<file path="config.mk">
export PLATFORM = sky130hd
export DESIGN_NAME = sdram_init_seq
export DESIGN_NICKNAME = d
export VERILOG_FILES = /design/src/rtl/sdram_init_pkg.sv /design/src/rtl/sdram_init_timer.sv /design/src/rtl/sdram_init_fsm.sv /design/src/rtl/sdram_init_pins.sv /design/src/rtl/sdram_init_seq.sv
export SDC_FILE = /design/constraint.sdc
export NUM_CORES = 1
export LEC_CHECK = 0
export ABC_AREA = 0
export BUFFER_PORTS_ARGS = -buffer_cell sky130_fd_sc_hd__buf_2
export CAP_MARGIN = 20
export CELL_PAD_IN_SITES_DETAIL_PLACEMENT = 1
export CELL_PAD_IN_SITES_GLOBAL_PLACEMENT = 1
export CORE_MARGIN = 1
export CORE_UTILIZATION = 42
export CTS_CLUSTER_SIZE = 20
export DETAILED_ROUTE_END_ITERATION = 16
export MAX_ROUTING_LAYER = met4
export PLACE_DENSITY_LB_ADDON = 0.1
export SLEW_MARGIN = 5
export SYNTH_ARGS = -nofsm -noshare
export SYNTH_HDL_FRONTEND = slang
export SYNTH_SLANG_ARGS = --single-unit
</file>
<file path="constraint.sdc">
create_clock -name clk -period 5.15 [get_ports clk]
set_clock_uncertainty 0.2 [all_clocks]
set_input_delay 0.7725 -clock clk [delete_from_list [all_inputs] [get_ports clk]]
set_output_delay 0.7725 -clock clk [all_outputs]
set_load 0.02 [all_outputs]
</file>
<file path="src/rtl/sdram_init_pkg.sv">
package sdram_init_pkg;

  // Command code on {cs_n, ras_n, cas_n, we_n}
  typedef enum logic [3:0] {
    CMD_MRS = 4'b0000,
    CMD_REF = 4'b0001,
    CMD_PRE = 4'b0010,
    CMD_NOP = 4'b0111
  } sdram_cmd_e;

  typedef enum logic [2:0] {
    ST_PAUSE    = 3'd0,
    ST_WAIT_RP  = 3'd1,
    ST_WAIT_MRD = 3'd2,
    ST_WAIT_RC  = 3'd3,
    ST_READY    = 3'd4
  } init_state_e;

endpackage

</file>
<file path="src/rtl/sdram_init_timer.sv">
module sdram_init_timer #(
  parameter int          CNT_W     = 16,
  parameter int unsigned RESET_VAL = 0
) (
  input  logic             clk,
  input  logic             rst,
  input  logic             load,
  input  logic [CNT_W-1:0] load_val,
  output logic             expired
);

  logic [CNT_W-1:0] cnt_q;

  // Down counter: the reset value times the pause, reloads time each later wait
  always_ff @(posedge clk) begin
    if (rst) begin
      cnt_q <= CNT_W'(RESET_VAL);
    end else if (load) begin
      cnt_q <= load_val;
    end else if (cnt_q != '0) begin
      cnt_q <= cnt_q - CNT_W'(1);
    end
  end

  assign expired = (cnt_q == '0);

endmodule

</file>
<file path="src/rtl/sdram_init_fsm.sv">
module sdram_init_fsm
  import sdram_init_pkg::*;
#(
  parameter int CNT_W       = 16,
  parameter int TRP_CYCLES  = 3,
  parameter int TMRD_CYCLES = 2,
  parameter int TRC_CYCLES  = 9,
  parameter int REF_COUNT   = 2
) (
  input  logic             clk,
  input  logic             rst,
  input  logic             expired,
  output logic             load,
  output logic [CNT_W-1:0] load_val,
  output sdram_cmd_e       issue,
  output logic             ready_next
);

  localparam int RC_W = (REF_COUNT > 1) ? $clog2(REF_COUNT) : 1;

  init_state_e     state_q, state_d;
  logic [RC_W-1:0] refs_left_q, refs_left_d;

  always_comb begin
    state_d     = state_q;
    refs_left_d = refs_left_q;
    issue       = CMD_NOP;
    load        = 1'b0;
    load_val    = '0;
    ready_next  = (state_q == ST_READY);
    case (state_q)
      ST_PAUSE: begin
        if (expired) begin
          issue    = CMD_PRE;
          load     = 1'b1;
          load_val = CNT_W'(TRP_CYCLES - 1);
          state_d  = ST_WAIT_RP;
        end
      end
      ST_WAIT_RP: begin
        if (expired) begin
          issue    = CMD_MRS;
          load     = 1'b1;
          load_val = CNT_W'(TMRD_CYCLES - 1);
          state_d  = ST_WAIT_MRD;
        end
      end
      ST_WAIT_MRD: begin
        if (expired) begin
          issue       = CMD_REF;
          load        = 1'b1;
          load_val    = CNT_W'(TRC_CYCLES - 1);
          refs_left_d = RC_W'(REF_COUNT - 1);
          state_d     = ST_WAIT_RC;
        end
      end
      ST_WAIT_RC: begin
        if (expired) begin
          if (refs_left_q != '0) begin
            issue       = CMD_REF;
            load        = 1'b1;
            load_val    = CNT_W'(TRC_CYCLES - 1);
            refs_left_d = refs_left_q - RC_W'(1);
          end else begin
            state_d    = ST_READY;
            ready_next = 1'b1;
          end
        end
      end
      ST_READY: begin
        state_d = ST_READY;
      end
      default: begin
        state_d = ST_PAUSE;
      end
    endcase
  end

  always_ff @(posedge clk) begin
    if (rst) begin
      state_q     <= ST_PAUSE;
      refs_left_q <= '0;
    end else begin
      state_q     <= state_d;
      refs_left_q <= refs_left_d;
    end
  end

endmodule

</file>
<file path="src/rtl/sdram_init_pins.sv">
module sdram_init_pins
  import sdram_init_pkg::*;
#(
  parameter int ADDR_W   = 12,
  parameter int BA_W     = 2,
  parameter int DQM_W    = 2,
  parameter int AP_BIT   = 10,
  parameter int TEST_LSB = 7,
  parameter int TEST_MSB = 8
) (
  input  logic              clk,
  input  logic              rst,
  input  sdram_cmd_e        issue,
  input  logic              ready_next,
  input  logic [ADDR_W-1:0] mode_word,
  output logic              cs_n,
  output logic              ras_n,
  output logic              cas_n,
  output logic              we_n,
  output logic [ADDR_W-1:0] addr,
  output logic [BA_W-1:0]   ba,
  output logic              cke,
  output logic [DQM_W-1:0]  dqm,
  output logic              done
);

  localparam logic [ADDR_W-1:0] PRE_ADDR  = ADDR_W'(1) << AP_BIT;
  localparam logic [ADDR_W-1:0] TEST_BITS = (ADDR_W'(1) << TEST_LSB) | (ADDR_W'(1) << TEST_MSB);
  localparam logic [ADDR_W-1:0] MRS_KEEP  = ~(PRE_ADDR | TEST_BITS);

  logic [ADDR_W-1:0] addr_d;

  always_comb begin
    case (issue)
      CMD_PRE: addr_d = PRE_ADDR;
      CMD_MRS: addr_d = mode_word & MRS_KEEP;
      default: addr_d = '0;
    endcase
  end

  always_ff @(posedge clk) begin
    if (rst) begin
      {cs_n, ras_n, cas_n, we_n} <= CMD_NOP;
      addr <= '0;
      ba   <= '0;
      cke  <= 1'b1;
      dqm  <= '1;
      done <= 1'b0;
    end else begin
      {cs_n, ras_n, cas_n, we_n} <= issue;
      addr <= addr_d;
      ba   <= '0;
      cke  <= 1'b1;
      dqm  <= ready_next ? '0 : '1;
      done <= ready_next;
    end
  end

endmodule

</file>
<file path="src/rtl/sdram_init_seq.sv">
module sdram_init_seq
  import sdram_init_pkg::*;
#(
  parameter int ADDR_W       = 12,
  parameter int BA_W         = 2,
  parameter int DQM_W        = 2,
  parameter int PAUSE_CYCLES = 25000,
  parameter int TRP_CYCLES   = 3,
  parameter int TMRD_CYCLES  = 2,
  parameter int TRC_CYCLES   = 9,
  parameter int REF_COUNT    = 2
) (
  input  logic              clk,
  input  logic              rst,
  input  logic [ADDR_W-1:0] mode_word,
  output logic              sd_cs_n,
  output logic              sd_ras_n,
  output logic              sd_cas_n,
  output logic              sd_we_n,
  output logic [ADDR_W-1:0] sd_addr,
  output logic [BA_W-1:0]   sd_ba,
  output logic              sd_cke,
  output logic [DQM_W-1:0]  sd_dqm,
  output logic              init_done
);

  localparam int MAX_A = (TRP_CYCLES > TMRD_CYCLES) ? TRP_CYCLES : TMRD_CYCLES;
  localparam int MAX_B = (TRC_CYCLES > MAX_A) ? TRC_CYCLES : MAX_A;
  localparam int MAX_W = (PAUSE_CYCLES > MAX_B) ? PAUSE_CYCLES : MAX_B;
  localparam int CNT_W = $clog2(MAX_W + 1);

  logic             tmr_load;
  logic [CNT_W-1:0] tmr_val;
  logic             tmr_expired;
  sdram_cmd_e       issue;
  logic             ready_next;

  sdram_init_timer #(
    .CNT_W     (CNT_W),
    .RESET_VAL (PAUSE_CYCLES - 1)
  ) u_timer (
    .clk      (clk),
    .rst      (rst),
    .load     (tmr_load),
    .load_val (tmr_val),
    .expired  (tmr_expired)
  );

  sdram_init_fsm #(
    .CNT_W       (CNT_W),
    .TRP_CYCLES  (TRP_CYCLES),
    .TMRD_CYCLES (TMRD_CYCLES),
    .TRC_CYCLES  (TRC_CYCLES),
    .REF_COUNT   (REF_COUNT)
  ) u_fsm (
    .clk        (clk),
    .rst        (rst),
    .expired    (tmr_expired),
    .load       (tmr_load),
    .load_val   (tmr_val),
    .issue      (issue),
    .ready_next (ready_next)
  );

  sdram_init_pins #(
    .ADDR_W (ADDR_W),
    .BA_W   (BA_W),
    .DQM_W  (DQM_W)
  ) u_pins (
    .clk        (clk),
    .rst        (rst),
    .issue      (issue),
    .ready_next (ready_next),
    .mode_word  (mode_word),
    .cs_n       (sd_cs_n),
    .ras_n      (sd_ras_n),
    .cas_n      (sd_cas_n),
    .we_n       (sd_we_n),
    .addr       (sd_addr),
    .ba         (sd_ba),
    .cke        (sd_cke),
    .dqm        (sd_dqm),
    .done       (init_done)
  );

endmodule

</file>
### Yosys cells after proc, flatten, opt, wreduce, memory -nomap -nowiden

Cells that the tools add are included.

| storage, ports and cells | value |
|---|---|
| output and inout port bits | 22 |
| bits in registers | 38 |
| logic and storage cells | 64 |
| bits of input ports | 14 |

| operators by class | value |
|---|---|
| reductions and logical operators | 9 |
| $add $sub $neg | 2 |
| muxes and demuxes | 33 |
| equality and inequality tests | 10 |

Operator list:

| cell | number |
|---|---|
| one-hot mux 15 bit (4 select lines) | 1 |
| two-way mux 15 bit | 3 |
| two-way mux 3 bit | 9 |
| one-hot mux 12 bit (2 select lines) | 1 |
| one-hot mux 4 bit (4 select lines) | 1 |
| logical NOT 15 bit | 1 |
| one-hot mux 3 bit (5 select lines) | 1 |
| nonzero test 15 bit | 1 |
| subtractor 15 x 1 -> 15 bit (second input constant) | 1 |
| two-way mux 4 bit | 3 |
| two-way mux 1 bit | 10 |
| inequality test 2 bit (second input constant) | 5 |
| == test 3 x 2 -> 1 bit (second input constant) | 2 |
| AND reduction 5 bit | 1 |
| == test 4 x 2 -> 1 bit (second input constant) | 1 |
| logical NOT 4 bit | 1 |
| two-way mux 2 bit | 2 |
| one-hot mux 1 bit (2 select lines) | 2 |
| nonzero test 2 bit | 2 |
| == test 3 x 1 -> 1 bit (second input constant) | 1 |
| == test 3 bit (second input constant) | 1 |
| logical NOT 3 bit | 1 |
| AND reduction 3 bit | 1 |
| OR reduction 3 bit | 1 |
| subtractor 1 bit (second input constant) | 1 |

### Longest topological paths before layout

Gate-level depths: netlist of the first run.

| logic depth | value |
|---|---|
| depth in word-level cells | 5 |
| gate-level depth with buffers | 8 |
| gate-level depth less buffers | 6 |

### By module

Synthesis of the first run repeated with hierarchy kept, for this count alone.

| unflattened totals | value |
|---|---|
| cell total of the unflattened synthesis | 197 |
| area, all modules | 1843.0 sq um |

By module, submodules not included:

| module | cells an instance | times used | sequential area each (sq um) | area each (sq um) |
|---|---|---|---|---|
| sdram_init_timer | 106 | 1 | 300.3 | 869.6 |
| sdram_init_pins | 45 | 1 | 320.3 | 594.3 |
| sdram_init_fsm | 46 | 1 | 80.1 | 379.1 |

### Worst setup path after synthesis of the first run

OpenSTA, ideal clock, no wires.

| path | value |
|---|---|
| path type | flip-flop to flip-flop |
| start point | register u_timer.cnt_q[0] |
| end point | register u_timer.cnt_q[6] |
| clock period less this slack | 2.058 ns |
| path slack | 3.092 ns |
| arrival time | 1.788 ns |
| setup time | 0.070 ns |
| stages on the path, launching flop included | 9 |
| cells stage by stage | dfxtp_1 inv_1 ha_1 nor2b_1 and4_1 buf_6 buf_12 or3_2 a21oi_1 |

| on the way | value |
|---|---|
| longest elaborated chain between the ends | 4 |
| elaborated cells between the ends (all ways) | 9 |

Ends and longest elaborated chain:

| element | line | RTL |
|---|---|---|
| from (decl) | sdram_init_timer.sv:12 | `logic [CNT_W-1:0] cnt_q;` |
| from (signal assigned) | sdram_init_timer.sv:17 | `cnt_q <= CNT_W'(RESET_VAL);` |
| from (signal assigned) | sdram_init_timer.sv:19 | `cnt_q <= load_val;` |
| from (signal assigned) | sdram_init_timer.sv:21 | `cnt_q <= cnt_q - CNT_W'(1);` |
| parallel branches: the longest is 4 deep, another holds subtractor 15 x 1 -> 15 bit | n/a |  |

Several ways; the timed one is not identified. The select of a mux whose other input is x is not followed.
A chain may end at the register's enable or synchronous reset.

### Worst setup path in the final report of the first run

| path | value |
|---|---|
| start point | register u_timer.cnt_q[2] |
| end point | register u_fsm.refs_left_q |

| on the way | value |
|---|---|
| longest elaborated chain between the ends | 3 |
| elaborated cells between the ends (all ways) | 4 |

Ends and longest elaborated chain:

| element | line | RTL |
|---|---|---|
| logical NOT 15 bit * | sdram_init_timer.sv:25 | `assign expired = (cnt_q == '0);` |
| inequality test 2 bit (no line) | n/a |  |
| AND reduction 3 bit (no line) * | n/a |  |
| to (signal assigned) | sdram_init_fsm.sv:85 | `refs_left_q <= refs_left_d;` |
| to (decl) | sdram_init_fsm.sv:22 | `logic [RC_W-1:0] refs_left_q, refs_left_d;` |

Every way passes the cells marked *; elsewhere a longest branch is shown, timed or not.

==> flow_summary_export.csv, run 1 <==
group,metric,value,unit
yosys,ys_warn_count,0,
yosys,ys_dominant_reg_cell,"dfxtp_1",
routing,dr.pass1.iters,5,
yosys,synth_edf_count,0,
place,port_buffers,26,
min_path,min-delay-start,"u_timer.cnt_q[14]$_SDFFE_PP1P_",
routing,first_iter_violations,69,
place,dp_hpwl,2310,um
sta,worst_slack,2.75,ns
sta,rsz0062_at_grt,"false",
min_path,hold_depth,1,
worst_setup_path,critical-path-slowest-cell,"or4b_1",
sta,setup_viol,0,
clock_network,clock-sinks,34,
routing,wl_per_cell,14.3,um
die,die_h,62.3,um
die,start_util,0.447,
power,peakVddDrop,0.000105,V
worst_setup_path,critPathKind,"reg -> reg",
place,place_area,1620,sq um
die,dieWidth,62.3,um
power,powerDensity,279,nW/um^2
worst_setup_path,cp_cell_sequence,"nor4_4 > nand4_1 > or4b_1 > a21oi_1",
sta,fin_tns_setup,0,ns
sta,fin_hold_ws,0.321,ns
sta,max_clock_freq,416,MHz
worst_setup_path,reg2reg_depth,4,
die,dieArea,3880,sq um
routing,vias_per_cell,5.27,
clock_network,hold_buffers,0,
clock_network,cts_tree,"done",
routing,routed_wirelength,3300,um
worst_setup_path,r2r_start,"u_timer.cnt_q[2]$_SDFFE_PP1P_",
clock_network,cts_setup_buffers,0,
yosys,synth_top_area_frac,0.446,
finish,antenna_cells,0,
sta,finalCritPeriodShare,0.467,
worst_setup_path,cpLargestDelayFamily,"simple AND/OR/NAND/NOR gates",
yosys,avgSynthCellArea,9.49,sq um
yosys,synth_seq_cells,34,
finish,final_area,1700,sq um
routing,drc,0,
die,io_pins,36,
clock_network,root_buffer,"clkbuf_4",
routing,vias,1213,
yosys,synth.top_cells.by_area,"dfxtp_1 45%, and2_1 4.5%, nor3_1 3.9%",
worst_setup_path,path_max_fanout,11,
grt,grt_max_degree,19,
sta,worst_slew_pin_slew,0.543,ns
place,placed_cells,222,
worst_setup_path,arrival,2.48,ns
yosys,netlist.top_cell.by_area,"dfxtp_1",
power,leakage,0.655,nW
clock_network,clockBufferDepth,2,
grt,grt_pass1_vias,1255,
die,fp-row-count,21,
clock_network,cts_max_level,2,
routing,ant_nets,0,
grt,antenna_found_initial,0,
grt,gr-total-overflow,0,
status,outcome,"finished clean",
clock_network,worstSkewPairLatency,0.34,ns
finish,area_growth,11.1,%
die,core-area,3420,sq um
yosys,async_flop_share,0,
worst_setup_path,startpoint_type,"flip-flop",
grt,grt_pass1_wl,5790,um
sta,slew_headroom,0.638,
finish,nNetsFinal,199,
sta,hold_viol_final,0,
grt,grtUsageTotal,0.196,
yosys,yosysSeqAreaShare,0.446,
place,post-place-ws,2.77,ns
worst_setup_path,regToRegSetupSlack,2.75,ns
power,power,0.474,mW
worst_setup_path,reg2reg_to,"u_fsm.refs_left_q$_SDFFE_PP0P_",
yosys,synthDistinctLibCells,46,
finish,drive_gt1_frac,0.272,
place,gp_congestion,0.699,
min_path,hold_path_class,"reg -> reg",
worst_setup_path,crit_required,5.23,ns
flow_run,cap_violations,0,
yosys,syn_inst,161,
worst_setup_path,path_buf_inv,0,
finish,final-instance-count-excl-fill,230,
min_path,min_to,"u_timer.cnt_q[14]$_SDFFE_PP1P_",
worst_setup_path,max_stage_delay,0.61,ns
yosys,synth_area,1530,sq um
clock_network,clk_pin_slew_worst_paths,0.11,ns
clock_network,cts_buffers,5,
sta,drv_slew,0,
clock_network,cts_repair_resize_count,0,
sta,min_period,2.40,ns
worst_setup_path,end_kind,"flip-flop",
finish,fin_util,0.497,
-- report_power, final --
group / total [mW] / internal, mW / switching (mW)
Clock: 0.185 / 0.0933 / 0.0916
Combinational: 0.0212 / 0.00806 / 0.0131
Sequential: 0.268 / 0.265 / 0.00342
Total: 0.474 / 0.366 / 0.108
-- layer usage --
metal  wire length, um  GRT usage  vias up
li1                  -          -      603
met1              1510      0.210      568
met2              1540      0.320       35
met3               166     0.0643        7
met4                82      0.108        0
met5                 0          -        -
-- cell type report --
class	count	area (sq um)
flip-flops and latches	34	681
repair buffers	26	130
well taps	46	57.6
multi-input cells	113	739
fillers	411	1720
clock buffers	8	78.8
inverters	3	11.3
-- sequential cells by signal, indices dropped and copies added, names as in the netlist --
signal	count
u_pins.we_n	1
u_pins.ras_n	1
u_pins.done	1
u_pins.dqm	1
u_pins.addr	10
u_timer.cnt_q	15
u_fsm.refs_left_q	1
u_pins.cas_n	1
u_fsm.state_q	3
-- logic make-up (layout without fill, tap and decap cells) --
| kind of cell | after synthesis | after routing | synth area share |
|---|---|---|---|
| AOI/OAI and AO/OA | 29 | 29 | 0.134 |
| xor gates and xnor gates | 1 | 1 | 0.00573 |
| adders and majority gates | 2 | 2 | 0.0164 |
| buffers and inverters | 18 | 37 | 0.0803 |
| DFF | 34 | 34 | 0.446 |
| muxes | 1 | 1 | 0.00655 |
| other | 2 | 6 | 0.00492 |
| and+or+nand+nor | 74 | 74 | 0.307 |
-- cell usage in the layout, fill, tap and decap left out, drive strengths merged, types with 3 or more instances in the layout --
cell type,Yosys,final
nand2b,3,3
o21ai,3,3
buf,11,26
nand4,3,3
a21o,3,3
or3,5,5
a21oi,11,11
nor2b,3,3
a211o,3,3
conb,2,6
nand2,8,8
dfxtp,34,34
clkbuf,4,8
and2,11,11
nor4,6,6
nor3,13,13
inv,3,3
nor2,8,8
nand3,4,4
-- cells in the mapped netlist, types with 2 or more instances --
library cell / count
or4b_1: 2
and2_1: 11
conb_1: 2
inv_1: 3
nor2_1: 7
nand2b_1: 3
nor2b_1: 3
clkbuf_1: 4
o21ba_2: 2
nor4_4: 2
a21oi_1: 11
o21ai_0: 3
or3_1: 3
nor3_1: 12
buf_4: 8
or3_2: 2
a21o_2: 2
ha_1: 2
nor4_1: 3
a211o_1: 3
nand3_1: 4
dfxtp_1: 34
nand4_1: 3
or2_2: 2
nand2_1: 8
a211oi_1: 2
-- worst max path at each step --
stage / start / to / slack [ns] / cells after the start
6_report: u_timer.cnt_q[2]$_SDFFE_PP1P_ / u_fsm.refs_left_q$_SDFFE_PP0P_ / 2.75 / 4
5_1_grt: u_timer.cnt_q[2]$_SDFFE_PP1P_ / u_fsm.refs_left_q$_SDFFE_PP0P_ / 2.52 / 4
3_3_place_gp: u_timer.cnt_q[2]$_SDFFE_PP1P_ / u_fsm.refs_left_q$_SDFFE_PP0P_ / 2.81 / 4
3_5_place_dp: u_timer.cnt_q[2]$_SDFFE_PP1P_ / u_fsm.refs_left_q$_SDFFE_PP0P_ / 2.77 / 4
2_1_floorplan: u_timer.cnt_q[0]$_SDFFE_PP1P_ / u_timer.cnt_q[6]$_SDFFE_PP0P_ / 3.09 / 8
4_1_cts: u_timer.cnt_q[2]$_SDFFE_PP1P_ / u_fsm.refs_left_q$_SDFFE_PP0P_ / 2.73 / 4
Note: power is estimated with default switching activity, not from simulation.
==> run 2, diff against run 1 <==
Settings changed: CORE_UTILIZATION 42 to 39.
Clock period 5.15 ns to 2.4 ns, I/O delays scaled along.
==> run 2 against run 1 <==
Effect of this change: via count is 0.16% lower; sequential cell count is the same; global-route usage fell by 2.5 points; cell count grew 1.7%; cell area rose by 1.5%; critical path depth is 2 higher; largest power group unchanged.
==> flow_summary_export.csv, run 2 (synthesis results as in run 1) <==
group,metric,value,unit
power,powerDensity,586,nW/um^2
routing,vias,1211,
finish,nNetsFinal,202,
place,gp_congestion,0.736,
worst_setup_path,arrival,2.14,ns
worst_setup_path,cpLargestDelayFamily,"simple AND/OR/NAND/NOR gates",
die,core-area,3720,sq um
grt,gr-total-overflow,0,
routing,vias_per_cell,5.18,
clock_network,cts_setup_buffers,0,
grt,grt_pass1_wl,5300,um
worst_setup_path,path_buf_inv,1,
grt,grt_pass1_vias,1192,
clock_network,clock-sinks,34,
finish,final_area,1720,sq um
sta,slew_headroom,0.643,
sta,min_period,2.18,ns
flow_run,cap_violations,0,
die,io_pins,36,
finish,fill_cells,447,
clock_network,clockBufferDepth,2,
sta,drv_slew,0,
worst_setup_path,critical-path-slowest-cell,"dfxtp_1",
die,die_h,64.6,um
clock_network,worstSkewPairLatency,0.28,ns
worst_setup_path,path_max_fanout,15,
clock_network,clk_pin_slew_worst_paths,0.06,ns
power,leakage,0.668,nW
sta,finalCritPeriodShare,0.909,
die,dieWidth,64.6,um
finish,largest_register_ffs,15,
clock_network,cts_tree,"done",
sta,rsz0062_at_grt,"false",
die,fp-row-count,22,
finish,area_growth,12.8,%
grt,grtUsageTotal,0.172,
finish,top_regs,"u_timer.cnt_q (15), u_pins.addr (10), u_fsm.state_q (3)",
worst_setup_path,critPathKind,"reg -> reg",
routing,drc,0,
finish,final_common_cell,"dfxtp_1",
clock_network,root_buffer,"clkbuf_8",
sta,setup_viol,0,
finish,top_register,"u_timer.cnt_q",
worst_setup_path,startpoint_type,"flip-flop",
routing,routed_wirelength,3130,um
place,dp_hpwl,2350,um
sta,worst_slew_pin_slew,0.535,ns
finish,drive_gt1_frac,0.280,
routing,dr.pass1.iters,4,
worst_setup_path,max_stage_delay,0.38,ns
routing,ant_nets,0,
grt,grt_max_degree,19,
finish,antenna_cells,0,
worst_setup_path,end_kind,"flip-flop",
routing,wl_per_cell,13.4,um
worst_setup_path,cp_cell_sequence,"inv_1 > ha_1 > nor2b_1 > and4_1 > o31a_2 > or3_1",
place,place_area,1640,sq um
die,dieArea,4170,sq um
clock_network,cts_buffers,5,
clock_network,cts_repair_resize_count,0,
min_path,hold_path_class,"in -> reg",
sta,fin_tns_setup,0,ns
sta,hold_viol_final,0,
status,outcome,"finished clean",
sta,fin_hold_ws,0.0840,ns
routing,first_iter_violations,57,
clock_network,cts_max_level,2,
grt,antenna_found_initial,0,
power,peakVddDrop,0.000234,V
finish,mostFrequentLayoutCells,"34 x dfxtp_1, 26 x buf_2, 12 x nor3_1",
die,start_util,0.411,
clock_network,hold_buffers,0,
sta,max_clock_freq,459,MHz
place,port_buffers,26,
worst_setup_path,crit_required,2.36,ns
## run 2: final cells by class
class	instances	area [sq um]	area share
Multi-Input combinational cell	113	739	0.429
Sequential cell	34	681	0.395
Timing Repair Buffer	29	153	0.0886
Clock buffer	5	68.8	0.0399
Tap cell	48	60.1	0.0349
Inverter	3	11.3	0.00654
Clock inverter	2	10.0	0.00581
## run 2: path summary, 6_finish.rpt
path	from	endpoint	cells after the start	slack [ns]
max	u_timer.cnt_q[1]$_SDFFE_PP1P_	u_timer.cnt_q[5]$_SDFFE_PP1P_	6	0.22
min	mode_word[1]	u_pins.addr[1]$_SDFF_PP0_	2	0.08
max reg2reg	u_timer.cnt_q[1]$_SDFFE_PP1P_	u_timer.cnt_q[5]$_SDFFE_PP1P_	6	0.22
min reg2reg	u_timer.cnt_q[14]$_SDFFE_PP1P_	u_timer.cnt_q[14]$_SDFFE_PP1P_	1	0.30
## run 2: worst register-to-register path, cell delays in order, from the launching register on
cell     delay (ns)
dfxtp_1        0.38
inv_1          0.10
ha_1           0.20
nor2b_1        0.15
and4_1         0.35
o31a_2         0.39
or3_1          0.30
## run 2: per-stage QoR
stage / cells / utilization / power, mW / setup slack (ns)
4_1_cts: 234 / 0.464 / 1.03 / 0.198
3_3_place_gp: 227 / 0.442 / 0.634 / 0.242
6_report: 234 / 0.464 / 1.01 / 0.219
5_1_grt: 234 / 0.464 / 1.06 / 0.0570
3_5_place_dp: 227 / 0.442 / 0.635 / 0.214
2_1_floorplan: 165 / - / 0.625 / 0.342
## run 2: layer usage
layer / vias to the layer above / GRT usage / wire length, um
met2: 30 / 0.288 / 1530
met3: 6 / 0.0493 / 147
met4: 0 / 0.0667 / 49
met5: - / - / 0
met1: 570 / 0.192 / 1400
li1: 605 / - / -
## run 2: power breakdown
part | internal (mW) | switching, mW
Combinational | 0.0187 | 0.0292
Clock | 0.194 | 0.194
Sequential | 0.569 | 0.00530
